**src/rtl/mash3_pkg.sv**
```systemverilog
package mash3_pkg;
   localparam int unsigned STAGES = 3;
   localparam int unsigned OUT_W  = 4;
   typedef logic signed [OUT_W-1:0] mash_out_t;
endpackage

```
**src/rtl/mash_acc_cell.sv**
```systemverilog
module mash_acc_cell #(
   parameter int unsigned W = 9
) (
   input  logic         clk,
   input  logic         rst,
   input  logic         en,
   input  logic [W:0]   addend,
   output logic [W-1:0] res_q,
   output logic         carry_q
);
   localparam logic [W:0] MOD_VAL = (W+1)'(1) << W;

   logic [W:0] sum;

   always_comb begin
      sum = {1'b0, res_q} + addend;
   end

   always_ff @(posedge clk) begin
      if (rst) begin
         res_q   <= '0;
         carry_q <= 1'b0;
      end else if (en) begin
         res_q   <= sum[W-1:0];
         carry_q <= sum[W];
      end
   end

   // Addend never exceeds M, so one carry per step suffices
   p_addend_bound_r3: assert property (@(posedge clk) disable iff (rst)
      en |-> (addend <= MOD_VAL));

   // Idle cycles freeze the accumulator
   p_hold_r8: assert property (@(posedge clk) disable iff (rst)
      !en |=> ($stable(res_q) && $stable(carry_q)));
endmodule

```
**src/rtl/mash_entry_stage.sv**
```systemverilog
module mash_entry_stage #(
   parameter int unsigned W  = 9,
   parameter int unsigned FB = 3
) (
   input  logic         clk,
   input  logic         rst,
   input  logic         en,
   input  logic [W-1:0] frac,
   output logic [W-1:0] res_q,
   output logic         carry_q
);
   localparam logic [W:0] IN_MAX = ((W+1)'(1) << W) - (W+1)'(1) - (W+1)'(FB);

   logic [W:0] addend;

   generate
      if (FB == 1) begin : g_carry_in
         always_comb addend = {1'b0, frac} + {{W{1'b0}}, carry_q};
      end else begin : g_scaled
         logic [W:0] fb_term;
         always_comb begin
            fb_term = carry_q ? (W+1)'(FB) : '0;
            addend  = {1'b0, frac} + fb_term;
         end
      end
   endgenerate

   mash_acc_cell #(.W(W)) acc_i (
      .clk    (clk),
      .rst    (rst),
      .en     (en),
      .addend (addend),
      .res_q  (res_q),
      .carry_q(carry_q)
   );

   // Input word must leave room for the feedback term
   p_input_range_r2: assert property (@(posedge clk) disable iff (rst)
      en |-> ({1'b0, frac} <= IN_MAX));
endmodule

```
**src/rtl/mash_cancel.sv**
```systemverilog
module mash_cancel
   import mash3_pkg::*;
(
   input  logic      clk,
   input  logic      rst,
   input  logic      en,
   input  logic      c1,
   input  logic      c2,
   input  logic      c3,
   output mash_out_t out_q
);
   logic c1_d1, c1_d2, c2_d1, c2_d2, c3_d1, c3_d2;
   logic [4:0] comb_sum;

   always_comb begin
      comb_sum = 5'(c1_d2) + 5'(c2_d1) - 5'(c2_d2)
               + 5'(c3) - 5'({c3_d1, 1'b0}) + 5'(c3_d2);
   end

   always_ff @(posedge clk) begin
      if (rst) begin
         c1_d1 <= 1'b0; c1_d2 <= 1'b0;
         c2_d1 <= 1'b0; c2_d2 <= 1'b0;
         c3_d1 <= 1'b0; c3_d2 <= 1'b0;
         out_q <= '0;
      end else if (en) begin
         c1_d1 <= c1;    c1_d2 <= c1_d1;
         c2_d1 <= c2;    c2_d2 <= c2_d1;
         c3_d1 <= c3;    c3_d2 <= c3_d1;
         out_q <= mash_out_t'(comb_sum[OUT_W-1:0]);
      end
   end

   // Output stays within the combined carry range
   p_out_range_r4: assert property (@(posedge clk) disable iff (rst)
      (out_q >= -4'sd3) && (out_q <= 4'sd4));

   // Output frozen while disabled
   p_out_hold_r8: assert property (@(posedge clk) disable iff (rst)
      !en |=> $stable(out_q));
endmodule

```
**src/rtl/mash3_spur_mod.sv**
```systemverilog
module mash3_spur_mod
   import mash3_pkg::*;
#(
   parameter int unsigned FRAC_W   = 9,
   parameter int unsigned FB_CONST = 3
) (
   input  logic              clk,
   input  logic              rst,
   input  logic              en,
   input  logic [FRAC_W-1:0] frac_word,
   output logic [OUT_W-1:0]  mod_out
);
   localparam int unsigned MOD_VAL = 1 << FRAC_W;

   generate
      if (FRAC_W < 3 || FRAC_W > 30) begin : g_bad_width
         $error("mash3_spur_mod: FRAC_W out of range");
      end
      if (FB_CONST < 1 || FB_CONST >= MOD_VAL / 2) begin : g_bad_fb
         $error("mash3_spur_mod: FB_CONST out of range");
      end
   endgenerate

   logic [FRAC_W-1:0] res   [STAGES];
   logic              carry [STAGES];
   mash_out_t         out_s;

   mash_entry_stage #(.W(FRAC_W), .FB(FB_CONST)) entry_i (
      .clk    (clk),
      .rst    (rst),
      .en     (en),
      .frac   (frac_word),
      .res_q  (res[0]),
      .carry_q(carry[0])
   );

   generate
      for (genvar i = 1; i < STAGES; i++) begin : g_chain
         logic [FRAC_W:0] link;
         always_comb link = {1'b0, res[i-1]} + {{FRAC_W{1'b0}}, carry[i-1]};
         mash_acc_cell #(.W(FRAC_W)) cell_i (
            .clk    (clk),
            .rst    (rst),
            .en     (en),
            .addend (link),
            .res_q  (res[i]),
            .carry_q(carry[i])
         );
      end
   endgenerate

   mash_cancel cancel_i (
      .clk  (clk),
      .rst  (rst),
      .en   (en),
      .c1   (carry[0]),
      .c2   (carry[1]),
      .c3   (carry[2]),
      .out_q(out_s)
   );

   assign mod_out = out_s;

   // Zero input from an all-zero state keeps the output at zero
   p_zero_stays_r7: assert property (@(posedge clk) disable iff (rst)
      (en && frac_word == '0 && res[0] == '0 && !carry[0] && res[1] == '0
       && !carry[1] && res[2] == '0 && !carry[2] && out_s == '0)
      |=> (out_s == '0));
endmodule

```
**config.mk**
```make
export PLATFORM = sky130hd
export DESIGN_NAME = mash3_spur_mod
export DESIGN_NICKNAME = d
export VERILOG_FILES = /design/src/rtl/mash3_pkg.sv /design/src/rtl/mash_acc_cell.sv /design/src/rtl/mash_entry_stage.sv /design/src/rtl/mash_cancel.sv /design/src/rtl/mash3_spur_mod.sv
export SDC_FILE = /design/constraint.sdc
export NUM_CORES = 1
export LEC_CHECK = 0
export ABC_AREA = 1
export BUFFER_PORTS_ARGS = -buffer_cell sky130_fd_sc_hd__buf_2
export CORE_MARGIN = 3
export CORE_UTILIZATION = 66
export CTS_CLUSTER_DIAMETER = 60
export DETAILED_ROUTE_END_ITERATION = 6
export PLACE_DENSITY_LB_ADDON = 0.12
export SYNTH_ARGS = -nofsm -noshare
export SYNTH_HDL_FRONTEND = slang
export SYNTH_SLANG_ARGS = --single-unit
```
**constraint.sdc**
```tcl
create_clock -name clk -period 4.2 [get_ports clk]
set_input_delay 0.42 -clock clk [delete_from_list [all_inputs] [get_ports clk]]
set_output_delay 0.42 -clock clk [all_outputs]
set_load 0.02 [all_outputs]
```
==> results of run 1 <==
[cells in the mapped netlist, types with 2 or more instances]
cell                       number  area (µm²)
sky130_fd_sc_hd__nand2_1       86         323
sky130_fd_sc_hd__nand2_2        2        12.5
sky130_fd_sc_hd__clkbuf_1       6        22.5
sky130_fd_sc_hd__dfxtp_1       40         801
sky130_fd_sc_hd__nand3_1       28         140
sky130_fd_sc_hd__xnor2_1        6        52.6
sky130_fd_sc_hd__buf_4          4        30.0
sky130_fd_sc_hd__inv_1         70         263
sky130_fd_sc_hd__xor2_1         3        26.3
sky130_fd_sc_hd__nor2_1        68         255
sky130_fd_sc_hd__a21oi_1       21         105
sky130_fd_sc_hd__or2_1          6        37.5
sky130_fd_sc_hd__ha_1          35         438
sky130_fd_sc_hd__nand3b_1       6        45.0
sky130_fd_sc_hd__o21ai_0       25         125
sky130_fd_sc_hd__fa_1           9         180
sky130_fd_sc_hd__o21ai_1        7        35.0
sky130_fd_sc_hd__buf_2          2        10.0
sky130_fd_sc_hd__inv_2          3        11.3
[worst max-delay path: stages (launching register included)]
cell                       delay [ps]
sky130_fd_sc_hd__dfxtp_1          440
sky130_fd_sc_hd__fa_1             450
sky130_fd_sc_hd__ha_1             240
sky130_fd_sc_hd__fa_1             410
sky130_fd_sc_hd__nand2_1           90
sky130_fd_sc_hd__nand2_1           80
sky130_fd_sc_hd__nand3b_1         120
sky130_fd_sc_hd__nand2_1           60
sky130_fd_sc_hd__nand2_1           60
sky130_fd_sc_hd__nand3_1           60
sky130_fd_sc_hd__nand2_1           90
sky130_fd_sc_hd__inv_1             40
[area by class of cell]
cell class | count | area (µm²) | area share
multi-input combinational | 305 | 1800 | 0.579
inverter | 73 | 274 | 0.0882
sequential | 40 | 801 | 0.258
timing repair buffer | 16 | 82.6 | 0.0266
clock inverter | 3 | 18.8 | 0.00604
clock buffer | 5 | 68.8 | 0.0222
tap | 50 | 62.6 | 0.0201
[logic make-up after synthesis]
| family | Yosys count | synth area share |
|---|---|---|
| adders and majority gates | 44 | 0.210 |
| buffers and inverters | 86 | 0.116 |
| and+or+nand+nor | 198 | 0.282 |
| AOI/OAI and AO/OA | 54 | 0.0927 |
| DFF | 40 | 0.272 |
| xor gates and xnor gates | 9 | 0.0268 |
[per-layer routing]
metal	vias to the layer above	GRT usage	part of all wire
met5	-	0	0
met4	0	0.0820	0.020
met3	14	0.0427	0.031
met2	38	0.399	0.45
met1	1100	0.321	0.50
li1	1365	-	-
[placed cells by master, fill, tap and decap left out, drive strengths merged]
cell type | Yosys | routed
inv | 73 | 73
a21oi | 21 | 21
nor2 | 69 | 69
buf | 6 | 16
o21ai | 32 | 32
xor2 | 3 | 3
ha | 35 | 35
nand3b | 6 | 6
or2 | 6 | 6
nand2 | 88 | 88
clkinv | 0 | 3
dfxtp | 40 | 40
a211oi | 1 | 1
clkbuf | 7 | 5
nand3 | 29 | 29
xnor2 | 6 | 6
fa | 9 | 9
[per-stage QoR]
stage               hold slack [ps]  instance area, µm²  total power [W]
floorplan                       448                2940         0.000763
global placement                472                3020         0.000825
global route                    521                3110          0.00119
CTS                             493                3110          0.00110
finish                          486                3110          0.00109
detailed placement              480                3020         0.000841
[sequential cells by signal, indices dropped and copies added (netlist names)]
| register | cells |
|---|---|
| cancel_i.c3_d1 | 1 |
| cancel_i.out_q | 4 |
| cancel_i.c1_d2 | 1 |
| cancel_i.c2_d1 | 1 |
| g_chain.cell_i.res_q | 18 |
| entry_i.acc_i.carry_q | 1 |
| entry_i.acc_i.res_q | 9 |
| cancel_i.c3_d2 | 1 |
| g_chain.cell_i.carry_q | 2 |
| cancel_i.c1_d1 | 1 |
| cancel_i.c2_d2 | 1 |
[worst max path at each step]
stage	from	to	cells after the start
final	entry_i.acc_i.res_q[1]$_SDFFE_PP0P_	entry_i.acc_i.res_q[7]$_SDFFE_PP0P_	11
after global routing	entry_i.acc_i.res_q[1]$_SDFFE_PP0P_	entry_i.acc_i.res_q[7]$_SDFFE_PP0P_	11
after CTS	entry_i.acc_i.res_q[1]$_SDFFE_PP0P_	entry_i.acc_i.res_q[7]$_SDFFE_PP0P_	11
after detailed placement	frac_word[1]	entry_i.acc_i.res_q[7]$_SDFFE_PP0P_	12
after global placement	frac_word[1]	entry_i.acc_i.carry_q$_SDFFE_PP0P_	12
after floorplan	frac_word[1]	entry_i.acc_i.carry_q$_SDFFE_PP0P_	11
[report_power, final]
group | switching [W] | leakage (nW) | internal [W]
logic | 0.000230 | 1.36 | 0.000156
registers | 0.0000324 | 0.332 | 0.000419
clock network | 0.000141 | 0.0479 | 0.000116
total | 0.000403 | 1.74 | 0.000691
==> qor.yml, run 1 <==
setup_path:
  timing.critical_path.arrival_ps: 2420
  ff2ff_setup_slack_ps: 1980
  reg2regPathDepth: 11
  critical_path.reg2reg.startpoint: "entry_i.acc_i.res_q[1]$_SDFFE_PP0P_"
  worst-endpoint-required_ps: 4400
  crit_path_start_kind: "flip-flop"
  startpoint_to_endpoint_class_of_the_critical_path: "reg -> reg"
  crit_path_end_kind: "flip-flop"
  critical_path_peak_fanout: 4
  worst_r2r_endpoint: "entry_i.acc_i.res_q[7]$_SDFFE_PP0P_"
yosys:
  yosys_register_bits: 40
  ys_types: 23
  synth_nets: 487
  ys.warnings.count: 0
  asyncSetResetFlopFracSynth: 0
  synth_top_flop_cell: "sky130_fd_sc_hd__dfxtp_1"
  synthesis.area_mm2: 0.00294
  post_synth_inst_count: 431
  synth_edf_count: 0
  postSynthAreaPerCell_um2: 6.82
  synth.yosys.seq_area_share: 0.272
global_route:
  grt_pass1_wl_um: 10300
  grtUsageTotal: 0.242
  vias_in_the_first_global_route: 2449
  grt_start_max_net_pins: 62
  grt_antenna_before_repair: 0
  globalRoute.totalOverflow: 0
placed_design:
  placed_cells: 484
  post_place_setup_slack_ps: 1870
  dpl.hpwl_um: 4210
  io_buffers: 15
  gpl.final_weighted_congestion: 0.893
sta:
  setup_repair_after_global_routing_missed_its_margin: "false"
  fin_setup_tns_ps: 0
  timing.clock.skew_ps: 7.42
  max_freq_mhz: 451
  maxSlewViolCount: 0
  setup_slack_of_the_critical_path_after_layout_ps: 1980
  report.final.setup_viol: 0
  report.final.hold_viol_count: 0
  period_share: 0.528
  worst_max_slew_margin_expressed_relative_to_the_limit: 0.617
  post-route-min-period_ps: 2220
  timing_worst_slew_pin_value_ps: 575
drt:
  drt_wl_total_um: 5740
  drc: 0
  route.antenna.remaining_nets: 0
  first_pass_iters: 4
  drt_first_iter_violations: 105
  vias: 2517
  drt-vias-per-instance: 5.12
  detail_route.wl_per_cell_um: 11.7
clock_network:
  clock_path_buffers: 2
  ctsHtreeMaxLevel: 2
  clk_pin_slew_ps: 80
  hold_buffers: 0
  cts.sinks: 40
  post_cts_resized: 0
  clk_latency_ps: 300
  cts-buffers-inserted: 5
  cts.root.buffer_cell: "sky130_fd_sc_hd__clkbuf_8"
  cts.repair_timing.setup_buffer_count: 0
  cts_tree: "done"
floorplan:
  die_span_in_x_um: 72.8
  core_area_mm2: 0.00414
  io-pin-count: 16
  initial_core_util: 0.710
  num_rows: 23
  fp.dieArea_mm2: 0.00529
  fp.dieH_um: 72.8
final_layout:
  drive_above_1_share: 0.0701
  fin_cells: 492
  nNetsFinal: 497
  syn2layout_area_growth_pct: 5.61
  fillerInstances: 354
  antenna_cells: 0
  fin_util: 0.750
min_path:
  holdPathEnd: "cancel_i.c3_d1$_SDFFE_PP0P_"
  hold_crit_path_type: "reg -> reg"
  timing.hold.worst_path_depth: 2
  min_from: "g_chain[2].cell_i.carry_q$_SDFFE_PP0P_"
outcome:
  run_status: "complete, no violations"
pwr:
  leakagePower_nw: 1.74
  irDropWorstVdd_uv: 154
  pwr_density_cell_mw_per_mm2: 352
flow_run:
  drv_cap: 0
(Power assumes the default switching activity.)
==> run 2: changes to the inputs <==
--- a/config.mk
+++ b/config.mk
@@ -8,7 +8,7 @@
 export ABC_AREA = 1
 export BUFFER_PORTS_ARGS = -buffer_cell sky130_fd_sc_hd__buf_2
 export CORE_MARGIN = 3
-export CORE_UTILIZATION = 66
+export CORE_UTILIZATION = 56
 export CTS_CLUSTER_DIAMETER = 60
 export DETAILED_ROUTE_END_ITERATION = 6
 export PLACE_DENSITY_LB_ADDON = 0.12
==> constraint.sdc (replaced) <==
create_clock -name clk -period 1.8 [get_ports clk]
set_input_delay 0.18 -clock clk [delete_from_list [all_inputs] [get_ports clk]]
set_output_delay 0.18 -clock clk [all_outputs]
set_load 0.02 [all_outputs]
==> run 2 against run 1 <==
First-iteration DRC count grew 17%; the flow now finishes with violations (setup timing); setup slack worse by 2200 ps; sequential share of layout area decreased by 2.4 points; critical endpoint is now entry_i.acc_i.carry_q$_SDFFE_PP0P_; wire length is 8.0% higher; maximum frequency grew 8.7%.
==> qor.yml, run 2 (synthesis gave the netlist of run 1 again) <==
placed_design:
  dpl.hpwl_um: 4330
  io_buffers: 15
  gpl.final_weighted_congestion: 0.864
drt:
  route.antenna.remaining_nets: 0
  vias: 2602
  detail_route.wl_per_cell_um: 11.8
  first_pass_iters: 4
  drt_first_iter_violations: 123
  drt_wl_total_um: 6190
  drt-vias-per-instance: 4.98
  drc: 0
final_layout:
  nNetsFinal: 511
  antenna_cells: 0
  largest_register_ffs: 18
  layout_top_registers: "g_chain.cell_i.res_q x18, entry_i.acc_i.res_q x9, cancel_i.out_q x4"
  final_cell_mix: "sky130_fd_sc_hd__nand2_1, sky130_fd_sc_hd__nor2_1, sky130_fd_sc_hd__inv_1"
  mostFrequentLayoutCell: "sky130_fd_sc_hd__nand2_1"
  syn2layout_area_growth_pct: 17.9
  largest_register_by_flop_count: "g_chain.cell_i.res_q"
  drive_above_1_share: 0.213
sta:
  worst_max_slew_margin_expressed_relative_to_the_limit: 0.627
  period_share: 1.13
  timing_worst_slew_pin_value_ps: 559
  hold-worst-slack_ps: 316
  setup_repair_after_global_routing_missed_its_margin: "true"
  setup_slack_of_the_critical_path_after_layout_ps: -241
  timing.clock.skew_ps: 7.78
  report.final.hold_viol_count: 0
  fin_setup_tns_ps: -830
  report.final.setup_viol: 4
  post-route-min-period_ps: 2040
  maxSlewViolCount: 0
  max_freq_mhz: 490
global_route:
  grt_antenna_before_repair: 0
  grtUsageTotal: 0.205
  grt_start_max_net_pins: 33
  grt_pass1_wl_um: 10200
  vias_in_the_first_global_route: 2399
  globalRoute.totalOverflow: 0
floorplan:
  initial_core_util: 0.599
  die_span_in_x_um: 78.5
  core_area_mm2: 0.00491
  fp.dieArea_mm2: 0.00616
  num_rows: 25
  fp.dieH_um: 78.5
  io-pin-count: 16
clock_network:
  ctsHtreeMaxLevel: 2
  cts-buffers-inserted: 5
  cts.root.buffer_cell: "sky130_fd_sc_hd__clkbuf_8"
  cts_tree: "done"
  clk_pin_slew_ps: 80
  cts.sinks: 40
  clock_path_buffers: 2
  clk_latency_ps: 300
  hold_buffers: 0
pwr:
  leakagePower_nw: 1.84
  irDropWorstVdd_uv: 445
  pwr_density_cell_mw_per_mm2: 843
setup_path:
  worst-endpoint-required_ps: 2000
  crit_path_start_kind: "flip-flop"
  timing.critical_path.arrival_ps: 2250
  crit_path_end_kind: "flip-flop"
  critical_path_peak_fanout: 3
  startpoint_to_endpoint_class_of_the_critical_path: "reg -> reg"
min_path:
  hold_crit_path_type: "in -> reg"
flow_run:
  drv_cap: 0
outcome:
  run_status: "complete, but fails checks"
  failing_checks: "setup timing"
[run 2: cell count changes in the layout (fill, tap and decap cells not counted), sizes merged]
cell | before | now
bufinv | 0 | 1
clkinv | 3 | 2
buf | 16 | 30
[run 2: per-stage QoR]
stage	power (W)	instance area, µm²	worst slack (ps)	cells	utilization
floorplan	0.00178	2950	-86.1	431	-
global placement	0.00197	3110	-136	510	0.634
detailed placement	0.00200	3110	-213	510	0.634
CTS	0.00278	3250	-213	519	0.662
global route	0.00315	3470	-307	523	0.706
finish	0.00292	3470	-241	523	0.706
[run 2: cell type report]
type	count	area [µm²]
Timing Repair Buffer	30	191
Inverter	73	274
Clock inverter	3	47.5
Clock buffer	5	68.8
Sequential cell	40	811
Fill cell	417	1440
Tap cell	67	83.8
Multi-Input combinational cell	305	1990
[run 2: layer usage]
layer  vias up  part of all wire  global-route usage
li1       1385                 -                   -
met1      1177              0.49               0.272
met2        32              0.47               0.336
met3         8             0.033              0.0459
met4         0            0.0089              0.0524
met5         -                 0                   0
[run 2: timing repair]
item                       in CTS  in global routing
cloned                          0                  0
pin swaps                       0                 22
setup endpoints to repair       4                 16
resized for setup               5                 50
setup buffers                   1                  4
[run 2: critical path, cell delays in order, from the launching register on]
cell	delay, ps
sky130_fd_sc_hd__dfxtp_2	350
sky130_fd_sc_hd__fa_2	460
sky130_fd_sc_hd__ha_4	180
sky130_fd_sc_hd__fa_2	360
sky130_fd_sc_hd__nand2_2	90
sky130_fd_sc_hd__nand2_2	80
sky130_fd_sc_hd__nand3_2	90
sky130_fd_sc_hd__nand2_2	50
sky130_fd_sc_hd__nand2_1	70
sky130_fd_sc_hd__nand3_1	80
sky130_fd_sc_hd__nand2_1	80
sky130_fd_sc_hd__inv_1	40
[run 2: report_power, final]
group	switching [W]	total, W	internal, W
logic	0.000621	0.00110	0.000482
registers	0.0000739	0.00106	0.000982
clock network	0.000345	0.000763	0.000418
total	0.00104	0.00292	0.00188
[run 2: worst paths after layout]
path / to / cells after the start / startpoint / slack (ps)
min reg2reg: cancel_i.c3_d1$_SDFFE_PP0P_ / 2 / g_chain[2].cell_i.carry_q$_SDFFE_PP0P_ / 490
min: entry_i.acc_i.res_q[0]$_SDFFE_PP0P_ / 4 / frac_word[0] / 320
max reg2reg: entry_i.acc_i.carry_q$_SDFFE_PP0P_ / 11 / entry_i.acc_i.res_q[1]$_SDFFE_PP0P_ / -240
max: entry_i.acc_i.carry_q$_SDFFE_PP0P_ / 11 / entry_i.acc_i.res_q[1]$_SDFFE_PP0P_ / -240
